### config.mk
export PLATFORM = sky130hd
export DESIGN_NAME = hostxfer_ctrl
export DESIGN_NICKNAME = d
export VERILOG_FILES = /design/src/rtl/hx_pkg.sv /design/src/rtl/hx_seq.sv /design/src/rtl/hx_addr.sv /design/src/rtl/hostxfer_ctrl.sv
export SDC_FILE = /design/constraint.sdc
export NUM_CORES = 1
export LEC_CHECK = 0
export BUFFER_PORTS_ARGS = -buffer_cell sky130_fd_sc_hd__buf_2
export CORE_MARGIN = 5
export CORE_UTILIZATION = 60
export CTS_CLUSTER_DIAMETER = 100
export DETAILED_ROUTE_END_ITERATION = 6
export PLACE_DENSITY = 0.84
export SETUP_SLACK_MARGIN = 0.4
export SLEW_MARGIN = 0
export SYNTH_ARGS = -nofsm -noshare
export SYNTH_HDL_FRONTEND = slang
export SYNTH_SLANG_ARGS = --single-unit
export TNS_END_PERCENT = 1
### constraint.sdc
create_clock -name clk -period 4.19 [get_ports clk]
set_clock_uncertainty 0.15 [all_clocks]
set_input_delay 0.2095 -clock clk [delete_from_list [all_inputs] [get_ports clk]]
set_output_delay 0.2095 -clock clk [all_outputs]
set_load 0.05 [all_outputs]
### src/rtl/hx_pkg.sv
package hx_pkg;
  typedef enum logic [1:0] {
    ST_IDLE = 2'd0,
    ST_NBG  = 2'd1,
    ST_REQ  = 2'd2,
    ST_ACT  = 2'd3
  } hx_state_e;
endpackage

### src/rtl/hx_seq.sv
module hx_seq
  import hx_pkg::*;
#(
  parameter int NBG_LEN   = 2,
  parameter int XFER_CYC  = 8,
  parameter int STB_LEN   = 2,
  parameter int GRANT_TMO = 34
) (
  input  logic clk,
  input  logic rst,
  input  logic cmd_load,
  input  logic cmd_tr,
  input  logic xfer_start,
  input  logic msg_done,
  input  logic grant_n,
  output logic nbg_n,
  output logic req_n,
  output logic ack_n,
  output logic strobe_n,
  output logic rw,
  output logic dc,
  output logic in_cmd,
  output logic hs_fail_n,
  output logic word_done
);
  localparam int MAXL     = (XFER_CYC > NBG_LEN) ? XFER_CYC : NBG_LEN;
  localparam int CW       = $clog2(MAXL) + 1;
  localparam int TW       = $clog2(GRANT_TMO) + 1;
  localparam int STB_OFS  = (XFER_CYC - STB_LEN) / 2;
  localparam logic [CW-1:0] NBG_LAST = CW'(NBG_LEN - 1);
  localparam logic [CW-1:0] ACT_LAST = CW'(XFER_CYC - 1);
  localparam logic [CW-1:0] STB_LO   = CW'(STB_OFS);
  localparam logic [CW-1:0] STB_HI   = CW'(STB_OFS + STB_LEN);
  localparam logic [TW-1:0] TMO_LAST = TW'(GRANT_TMO - 1);

  hx_state_e     st, st_n;
  logic [CW-1:0] cnt, cnt_n;
  logic [TW-1:0] tcnt, tcnt_n;
  logic          dat, dat_n, incmd, incmd_n, fail, fail_n, tr, tr_n, done_n;

  always_comb begin
    st_n    = st;
    cnt_n   = cnt;
    tcnt_n  = tcnt;
    dat_n   = dat;
    incmd_n = incmd;
    fail_n  = fail;
    tr_n    = tr;
    done_n  = 1'b0;
    if (cmd_load) begin
      st_n    = ST_NBG;
      cnt_n   = '0;
      dat_n   = 1'b0;
      incmd_n = 1'b0;
      fail_n  = 1'b0;
      tr_n    = cmd_tr;
    end else begin
      case (st)
        ST_IDLE: begin
          if (msg_done) begin
            incmd_n = 1'b0;
          end else if (xfer_start && incmd) begin
            st_n   = ST_REQ;
            tcnt_n = '0;
          end
        end
        ST_NBG: begin
          if (cnt == NBG_LAST) begin
            st_n   = ST_REQ;
            cnt_n  = '0;
            tcnt_n = '0;
          end else begin
            cnt_n = cnt + 1'b1;
          end
        end
        ST_REQ: begin
          if (!grant_n) begin
            st_n  = ST_ACT;
            cnt_n = '0;
          end else if (tcnt == TMO_LAST) begin
            st_n   = ST_IDLE;
            fail_n = 1'b1;
          end else begin
            tcnt_n = tcnt + 1'b1;
          end
        end
        default: begin
          if (cnt == ACT_LAST) begin
            st_n  = ST_IDLE;
            cnt_n = '0;
            if (dat) begin
              done_n = 1'b1;
            end else begin
              incmd_n = 1'b1;
              dat_n   = 1'b1;
            end
          end else begin
            cnt_n = cnt + 1'b1;
          end
        end
      endcase
    end
  end

  always_ff @(posedge clk) begin
    if (rst) begin
      st        <= ST_IDLE;
      cnt       <= '0;
      tcnt      <= '0;
      dat       <= 1'b0;
      incmd     <= 1'b0;
      fail      <= 1'b0;
      tr        <= 1'b0;
      nbg_n     <= 1'b1;
      req_n     <= 1'b1;
      ack_n     <= 1'b1;
      strobe_n  <= 1'b1;
      rw        <= 1'b0;
      word_done <= 1'b0;
    end else begin
      st        <= st_n;
      cnt       <= cnt_n;
      tcnt      <= tcnt_n;
      dat       <= dat_n;
      incmd     <= incmd_n;
      fail      <= fail_n;
      tr        <= tr_n;
      nbg_n     <= (st_n != ST_NBG);
      req_n     <= !(st_n == ST_REQ || st_n == ST_ACT);
      ack_n     <= (st_n != ST_ACT);
      strobe_n  <= !(st_n == ST_ACT && cnt_n >= STB_LO && cnt_n < STB_HI);
      rw        <= (st_n == ST_REQ || st_n == ST_ACT) && dat_n && tr_n;
      word_done <= done_n;
    end
  end

  assign dc        = dat;
  assign in_cmd    = incmd;
  assign hs_fail_n = !fail;

  a_r3_ack_inside_req: assert property (@(posedge clk) disable iff (rst)
    !ack_n |-> !req_n);
  a_r3_ack_needs_grant: assert property (@(posedge clk) disable iff (rst)
    $fell(ack_n) |-> ($past(!req_n) && $past(!grant_n)));
  a_r4_strobe_inside_ack: assert property (@(posedge clk) disable iff (rst)
    !strobe_n |-> !ack_n);
  a_r5_fail_on_abort: assert property (@(posedge clk) disable iff (rst)
    $fell(hs_fail_n) |-> ($rose(req_n) && ack_n));
  a_r5_nbg_clears_fail: assert property (@(posedge clk) disable iff (rst)
    !nbg_n |-> hs_fail_n);
  a_r6_rw_needs_req: assert property (@(posedge clk) disable iff (rst)
    rw |-> (!req_n && dc));
endmodule

### src/rtl/hx_addr.sv
module hx_addr #(
  parameter int SA_W = 5,
  parameter int WC_W = 5
) (
  input  logic            clk,
  input  logic            rst,
  input  logic            cmd_load,
  input  logic [SA_W-1:0] cmd_sa,
  input  logic [WC_W-1:0] cmd_wc,
  input  logic            word_done,
  input  logic            in_cmd,
  output logic [WC_W-1:0] addr
);
  logic [WC_W-1:0] wc_q, wcnt;
  logic            mode_q;

  always_ff @(posedge clk) begin
    if (rst) begin
      wc_q   <= '0;
      wcnt   <= '0;
      mode_q <= 1'b0;
    end else if (cmd_load) begin
      wc_q   <= cmd_wc;
      wcnt   <= '0;
      mode_q <= (&cmd_sa) || !(|cmd_sa);
    end else if (word_done) begin
      wcnt <= wcnt + 1'b1;
    end
  end

  assign addr = (!in_cmd || mode_q) ? wc_q : wcnt;

  a_r10_mode_addr_steady: assert property (@(posedge clk) disable iff (rst)
    (mode_q && !$past(cmd_load)) |-> $stable(addr));
endmodule

### src/rtl/hostxfer_ctrl.sv
module hostxfer_ctrl #(
  parameter int SA_W      = 5,
  parameter int WC_W      = 5,
  parameter int NBG_LEN   = 2,
  parameter int XFER_CYC  = 8,
  parameter int STB_LEN   = 2,
  parameter int GRANT_TMO = 34
) (
  input  logic            clk,
  input  logic            rst,
  input  logic            cmd_load,
  input  logic            cmd_tr,
  input  logic [SA_W-1:0] cmd_sa,
  input  logic [WC_W-1:0] cmd_wc,
  input  logic            xfer_start,
  input  logic            msg_done,
  input  logic            grant_n,
  output logic            nbg_n,
  output logic            req_n,
  output logic            ack_n,
  output logic            strobe_n,
  output logic            rw,
  output logic            dc,
  output logic            in_cmd,
  output logic            hs_fail_n,
  output logic [WC_W-1:0] addr
);
  logic word_done;

  hx_seq #(
    .NBG_LEN  (NBG_LEN),
    .XFER_CYC (XFER_CYC),
    .STB_LEN  (STB_LEN),
    .GRANT_TMO(GRANT_TMO)
  ) u_seq (
    .clk       (clk),
    .rst       (rst),
    .cmd_load  (cmd_load),
    .cmd_tr    (cmd_tr),
    .xfer_start(xfer_start),
    .msg_done  (msg_done),
    .grant_n   (grant_n),
    .nbg_n     (nbg_n),
    .req_n     (req_n),
    .ack_n     (ack_n),
    .strobe_n  (strobe_n),
    .rw        (rw),
    .dc        (dc),
    .in_cmd    (in_cmd),
    .hs_fail_n (hs_fail_n),
    .word_done (word_done)
  );

  hx_addr #(
    .SA_W(SA_W),
    .WC_W(WC_W)
  ) u_addr (
    .clk      (clk),
    .rst      (rst),
    .cmd_load (cmd_load),
    .cmd_sa   (cmd_sa),
    .cmd_wc   (cmd_wc),
    .word_done(word_done),
    .in_cmd   (in_cmd),
    .addr     (addr)
  );
endmodule

==> results of run 1 <==
==> Yosys cell counts (all sizes together) (2+ instances only) <==
library cell,n
nor3b,2
o21ai,9
nor4,3
a41oi,2
or4,2
xor2,3
nand4,4
a22oi,2
nor2b,2
a2111oi,5
ha,10
o22ai,2
and3,2
xnor2,7
dfxtp,34
and3b,2
clkbuf,3
mux2,5
mux2i,7
a211oi,3
nand2,9
a21oi,5
nor2,31
buf,2
o211ai,2
a31oi,2
inv,16
==> routing by layer <==
metal  vias up  routed length [um]
met3        12                 286
met1       705                1550
li1        748                   -
met2        54                1980
met5         -                   0
met4         0                  87
==> final timing paths <==
kind,depth (start not counted),slack [ns],start,endpoint
min reg2reg,2,0.33,u_seq.fail$_SDFFE_PP0P_,u_seq.fail$_SDFFE_PP0P_
max reg2reg,7,1.83,u_seq.st[0]$_SDFF_PP0_,u_seq.strobe_n$_SDFF_PP1_
min,4,0.03,cmd_sa[4],u_addr.mode_q$_SDFFE_PP0P_
max,7,1.83,u_seq.st[0]$_SDFF_PP0_,u_seq.strobe_n$_SDFF_PP1_
==> registers in the layout, summed over array words and instances, names as in the netlist, 2 cells and up <==
register	flops
u_addr.wcnt	5
u_seq.st	2
u_seq.tcnt	7
u_seq.cnt	4
u_addr.wc_q	5
==> what timing repair did <==
item                                    in CTS  in global routing
hold buffers                                 6                  0
endpoints found under the setup margin       0                  0
endpoints found under the hold margin        6                  0
buffers inserted                             0                  0
==> cells by family (layout without fill, tap and decap cells) <==
logic type                 Yosys count  after routing  synth area share
adders and majority gates           10             10            0.0692
muxes                               12             12            0.0699
and+or+nand+nor                     65             65             0.195
DFF                                 34             34             0.376
AOI/OAI and AO/OA                   38             38             0.174
xor gates and xnor gates            10             10            0.0484
buffers and inverters               22             58            0.0664
==> metrics by stage <==
stage | utilization | instance area [um^2] | instances | worst slack (ns)
floorplan | - | 1810 | 191 | 2.21
detailed placement | 0.650 | 1930 | 247 | 1.88
finish | 0.686 | 2040 | 260 | 1.83
global placement | 0.650 | 1930 | 247 | 1.99
global route | 0.686 | 2040 | 260 | 1.65
CTS | 0.686 | 2040 | 260 | 1.84
==> layout make-up <==
cell class	instances	area share
clock buffer	5	0.0184
inverter	16	0.0294
clock inverter	2	0.00490
timing repair buffer	35	0.100
sequential	34	0.333
tap	33	0.0202
multi-input combinational	135	0.493
==> power breakdown <==
part	total [mW]	switching [mW]	internal (mW)	leakage, nW
logic	0.0880	0.0543	0.0337	0.518
registers	0.338	0.00670	0.331	0.276
clock network	0.171	0.110	0.0602	0.0308
==> worst max-delay path, cell delays in order (launching register included) <==
cell and delay, ns:
dfxtp_1 0.45, inv_1 0.13, ha_1 0.36, a21oi_1 0.32, nor2_1 0.09, a22oi_1 0.31, nor4bb_1 0.34, o211ai_1 0.11
==> layout by cell type, fill, tap and decap left out, types with 4 or more instances in the layout <==
cell	n
o21ai_0	9
dfxtp_1	34
buf_2	29
clkbuf_4	5
inv_1	16
nand2_1	9
mux2_2	5
ha_1	10
xnor2_1	7
a21oi_1	5
a2111oi_2	5
dlygate4sd3_1	6
nand4_1	4
nor2_1	31
mux2i_1	7
==> run metrics, run 1 <==
Routed Antenna Nets 0; status completed; share of flip-flops with an asynchronous set or reset 0; Die Span Y 64.9 um; area grow syn2layout 12.9%; TritonRoute pass-1 iters 4; DRC viols 0; VDD IR max 197 uV; Die Area 4210 um^2; initial core utilization 0.607; top_reg_cell synth dfxtp_1; first-pass GRT wire length 6690 um; Syn Std Cell Area 1810 um^2; CTS Sinks 34; CP max FO 10; initial antenna violation count 0; fillcell total 240; final hold viol count 0; total CTS buffers 5; type of origin of the critical path register; DR vias 1519; met1 usage 0.212; met3 Use GR 0.0763; Crit Path Category register to register; fmax 424 MHz; global route overflow 0; max-capacitance violation count 0; GPL Wtd Cong 0.819; top cell type's share of synthesized area 0.376; ant diodes 0; final wirelength 3900 um; Arr. time, crit path 2.44 ns; GR Util All Layers 0.207; Tmin final 2.36 ns; DP HPWL 2900 um; Worst Hold Class primary input to register; I/O Buffers 29; RSZ-0062 raised after global routing no; vias in the first global route 1565; DRT iter0 DRCs 70; Synth cell types 47; clock latency on the worst-skew pair 0.35 ns; Rel. slew slack 0.633; register area share after synthesis 0.376; clock slew at reported path FFs 0.10 ns; Core Area 2980 um^2; met2 Use GR 0.381; Tcrit/Tclk final 0.563; Synth Net Count 218; worst hold margin 0.0280 ns; share of post-route cells with drive strength above 1 0.242; fin nets 254; final setup fails 0; drt wl/cell 15.0 um; Tot Pwr 0.597 mW; largest net degree at the start of global routing 18; post-CTS sizing 0; post-synth top area cell dfxtp_1; H-tree levels 2; TritonCTS clock tree done; Post-synth EDFFs 0; Reg area 681 um^2; post-synthesis cell count 191; Yosys warnings 0; top cells by area, synth dfxtp_1, ha_1, nor2_1; Die Wd 64.9 um; CP endpoint kind register; cell row count 20; area of the multi-input gates 1010 um^2; leakage 0.825 nW; fin. max-slew vios 0; Syn Area/Cell 9.47 um^2; Clock Tree Root clkbuf_4; Setup TNS 0 ns; pwr dens 292 nW/um^2; synthesized flop and latch total 34; Max Buffers Root-to-Sink 2; grt peak-use layer met2; Via density 5.84; critical path required time 4.27 ns; pin slew with the least headroom to its limit 0.549 ns; I/O pin total 30
No activity file was read; power rests on OpenSTA's default activity.
==> run 2: changes to the inputs <==
--- a/config.mk
+++ b/config.mk
@@ -7,10 +7,10 @@
 export LEC_CHECK = 0
 export BUFFER_PORTS_ARGS = -buffer_cell sky130_fd_sc_hd__buf_2
 export CORE_MARGIN = 5
-export CORE_UTILIZATION = 60
+export CORE_UTILIZATION = 55
 export CTS_CLUSTER_DIAMETER = 100
 export DETAILED_ROUTE_END_ITERATION = 6
-export PLACE_DENSITY = 0.84
+export PLACE_DENSITY = 0.78
 export SETUP_SLACK_MARGIN = 0.4
 export SLEW_MARGIN = 0
 export SYNTH_ARGS = -nofsm -noshare
==> constraint.sdc (replaced) <==
create_clock -name clk -period 2.5 [get_ports clk]
set_clock_uncertainty 0.15 [all_clocks]
set_input_delay 0.125 -clock clk [delete_from_list [all_inputs] [get_ports clk]]
set_output_delay 0.125 -clock clk [all_outputs]
set_load 0.05 [all_outputs]
==> run metrics, run 2 (synthesized netlist as in run 1, its figures left out) <==
Tot Pwr 1.06 mW; Clock Tree Root clkbuf_4; TritonCTS clock tree done; fin. max-slew vios 0; pwr dens 474 nW/um^2; critical path required time 2.57 ns; initial antenna violation count 0; type of origin of the critical path register; total CTS buffers 5; biggest regs u_seq.tcnt: 7 flops, u_addr.wc_q: 5 flops, u_addr.wcnt: 5 flops; worst r2r src u_seq.tcnt[1]$_SDFFE_PP0P_; Max Buffers Root-to-Sink 2; Switch Pwr 0.294 mW; initial core utilization 0.583; Tmin final 2.08 ns; Crit Path Category register to register; commonest non-fill, non-tap cells in the layout dfxtp_1, nor2_1, buf_2, inv_1, dlygate4sd3_1; Layout Utilization 0.717; most common cell after layout, fill and taps aside dfxtp_1; max-capacitance violation count 0; DP HPWL 2700 um; Routed Antenna Nets 0; setup bufs post-CTS 0; final cell count without fillers 282; H-tree levels 2; VDD IR max 374 uV; Worst Hold Class primary input to register; pin slew with the least headroom to its limit 0.474 ns; Arr. time, crit path 2.14 ns; largest net degree at the start of global routing 18; Die Wd 67.3 um; Net Sw Frac 0.279; Gate power share 0.160; share of post-route cells with drive strength above 1 0.277; final setup fails 0; Die Span Y 67.3 um; Via density 5.49; DRC viols 0; area of the multi-input gates 1060 um^2; final wirelength 4170 um; area grow syn2layout 23.0%; first-pass GRT wire length 6890 um; RSZ-0062 raised after global routing yes; clock power share 0.303; CTS Sinks 34; final instance area 2220 um^2; dpl ws 0.384 ns; drt wl/cell 14.8 um; Cell Int Power 0.761 mW; GR Util All Layers 0.204; worst hold start cmd_load; Die Area 4530 um^2; global route overflow 0; TritonRoute pass-1 iters 4; sequential power share 0.537; fmax 481 MHz; Top reg by flops u_seq.tcnt; GPL Wtd Cong 0.860; DR vias 1547; Rel. slew slack 0.681; vias in the first global route 1541; DRT iter0 DRCs 202; CP Launch Point u_seq.tcnt[1]$_SDFFE_PP0P_; leakage 0.890 nW; clock slew at reported path FFs 0.11 ns; clock latency on the worst-skew pair 0.34 ns; Final WS setup 0.422 ns; Area after DPL 1960 um^2; Tcrit/Tclk final 0.831; Core Area 3100 um^2; CP max FO 5; fin nets 264; Placed Cells 259; fillcell total 250; Reg area 683 um^2; I/O Buffers 29; final hold viol count 0; CP endpoint kind register; status completed; I/O pin total 30; ant diodes 0; Largest register FFs 7; Setup TNS 0 ns; cell row count 20; worst hold margin 0.0949 ns
-- run 2: changes by cell type in the layout (fill, tap and decap cells not counted), moves of 2 or more --
| cell | previous run | this run |
|---|---|---|
| a21oi_1 | 5 | 3 |
| a21oi_2 | 0 | 2 |
| a22oi_1 | 2 | 0 |
| a22oi_2 | 0 | 2 |
| dfxtp_1 | 34 | 32 |
| dfxtp_2 | 0 | 2 |
| dlygate4sd3_1 | 6 | 15 |
-- run 2: power by group through the flow --
stage	combinational (mW)	clock (mW)	sequential, mW
floorplan	0.102	0	0.583
global placement	0.137	0	0.578
detailed placement	0.139	0	0.578
CTS	0.158	0.329	0.566
global route	0.185	0.363	0.568
finish	0.169	0.320	0.567
-- run 2: critical path, stage by stage (launching register included) --
cell	delay (ns)
dfxtp_1	0.41
inv_1	0.06
ha_1	0.20
and3_1	0.22
a221o_1	0.34
a41oi_2	0.23
nor3b_2	0.24
o211ai_1	0.10
-- run 2: path summary, 6_finish.rpt --
| check | end | slack (ns) | cells after the start |
|---|---|---|---|
| setup / recovery | u_seq.strobe_n$_SDFF_PP1_ | 0.42 | 7 |
| hold / removal | u_seq.nbg_n$_SDFF_PP1_ | 0.09 | 2 |
| setup reg to reg | u_seq.strobe_n$_SDFF_PP1_ | 0.42 | 7 |
| hold reg to reg | u_seq.fail$_SDFFE_PP0P_ | 0.35 | 2 |
-- run 2: layer usage --
layer	vias to the layer above	track usage	wire, um
li1	766	-	-
met1	724	0.253	1870
met2	52	0.334	2000
met3	5	0.0632	260
met4	0	0.0684	38
met5	-	0	0
-- run 2: cell type report --
type	count	area share
repair buffers	45	0.136
multi-input cells	135	0.478
inverters	16	0.0270
well taps	44	0.0247
flip-flops and latches	34	0.307
clock buffers	7	0.0247
clock inverters	1	0.00225
-- run 2: timing repair --
item | CTS | global route
endpoints found under the hold margin | 9 | 0
hold buffers | 15 | 0
gates resized for setup | 1 | 12
pin swaps | 1 | 0
endpoints found under the setup margin | 1 | 14
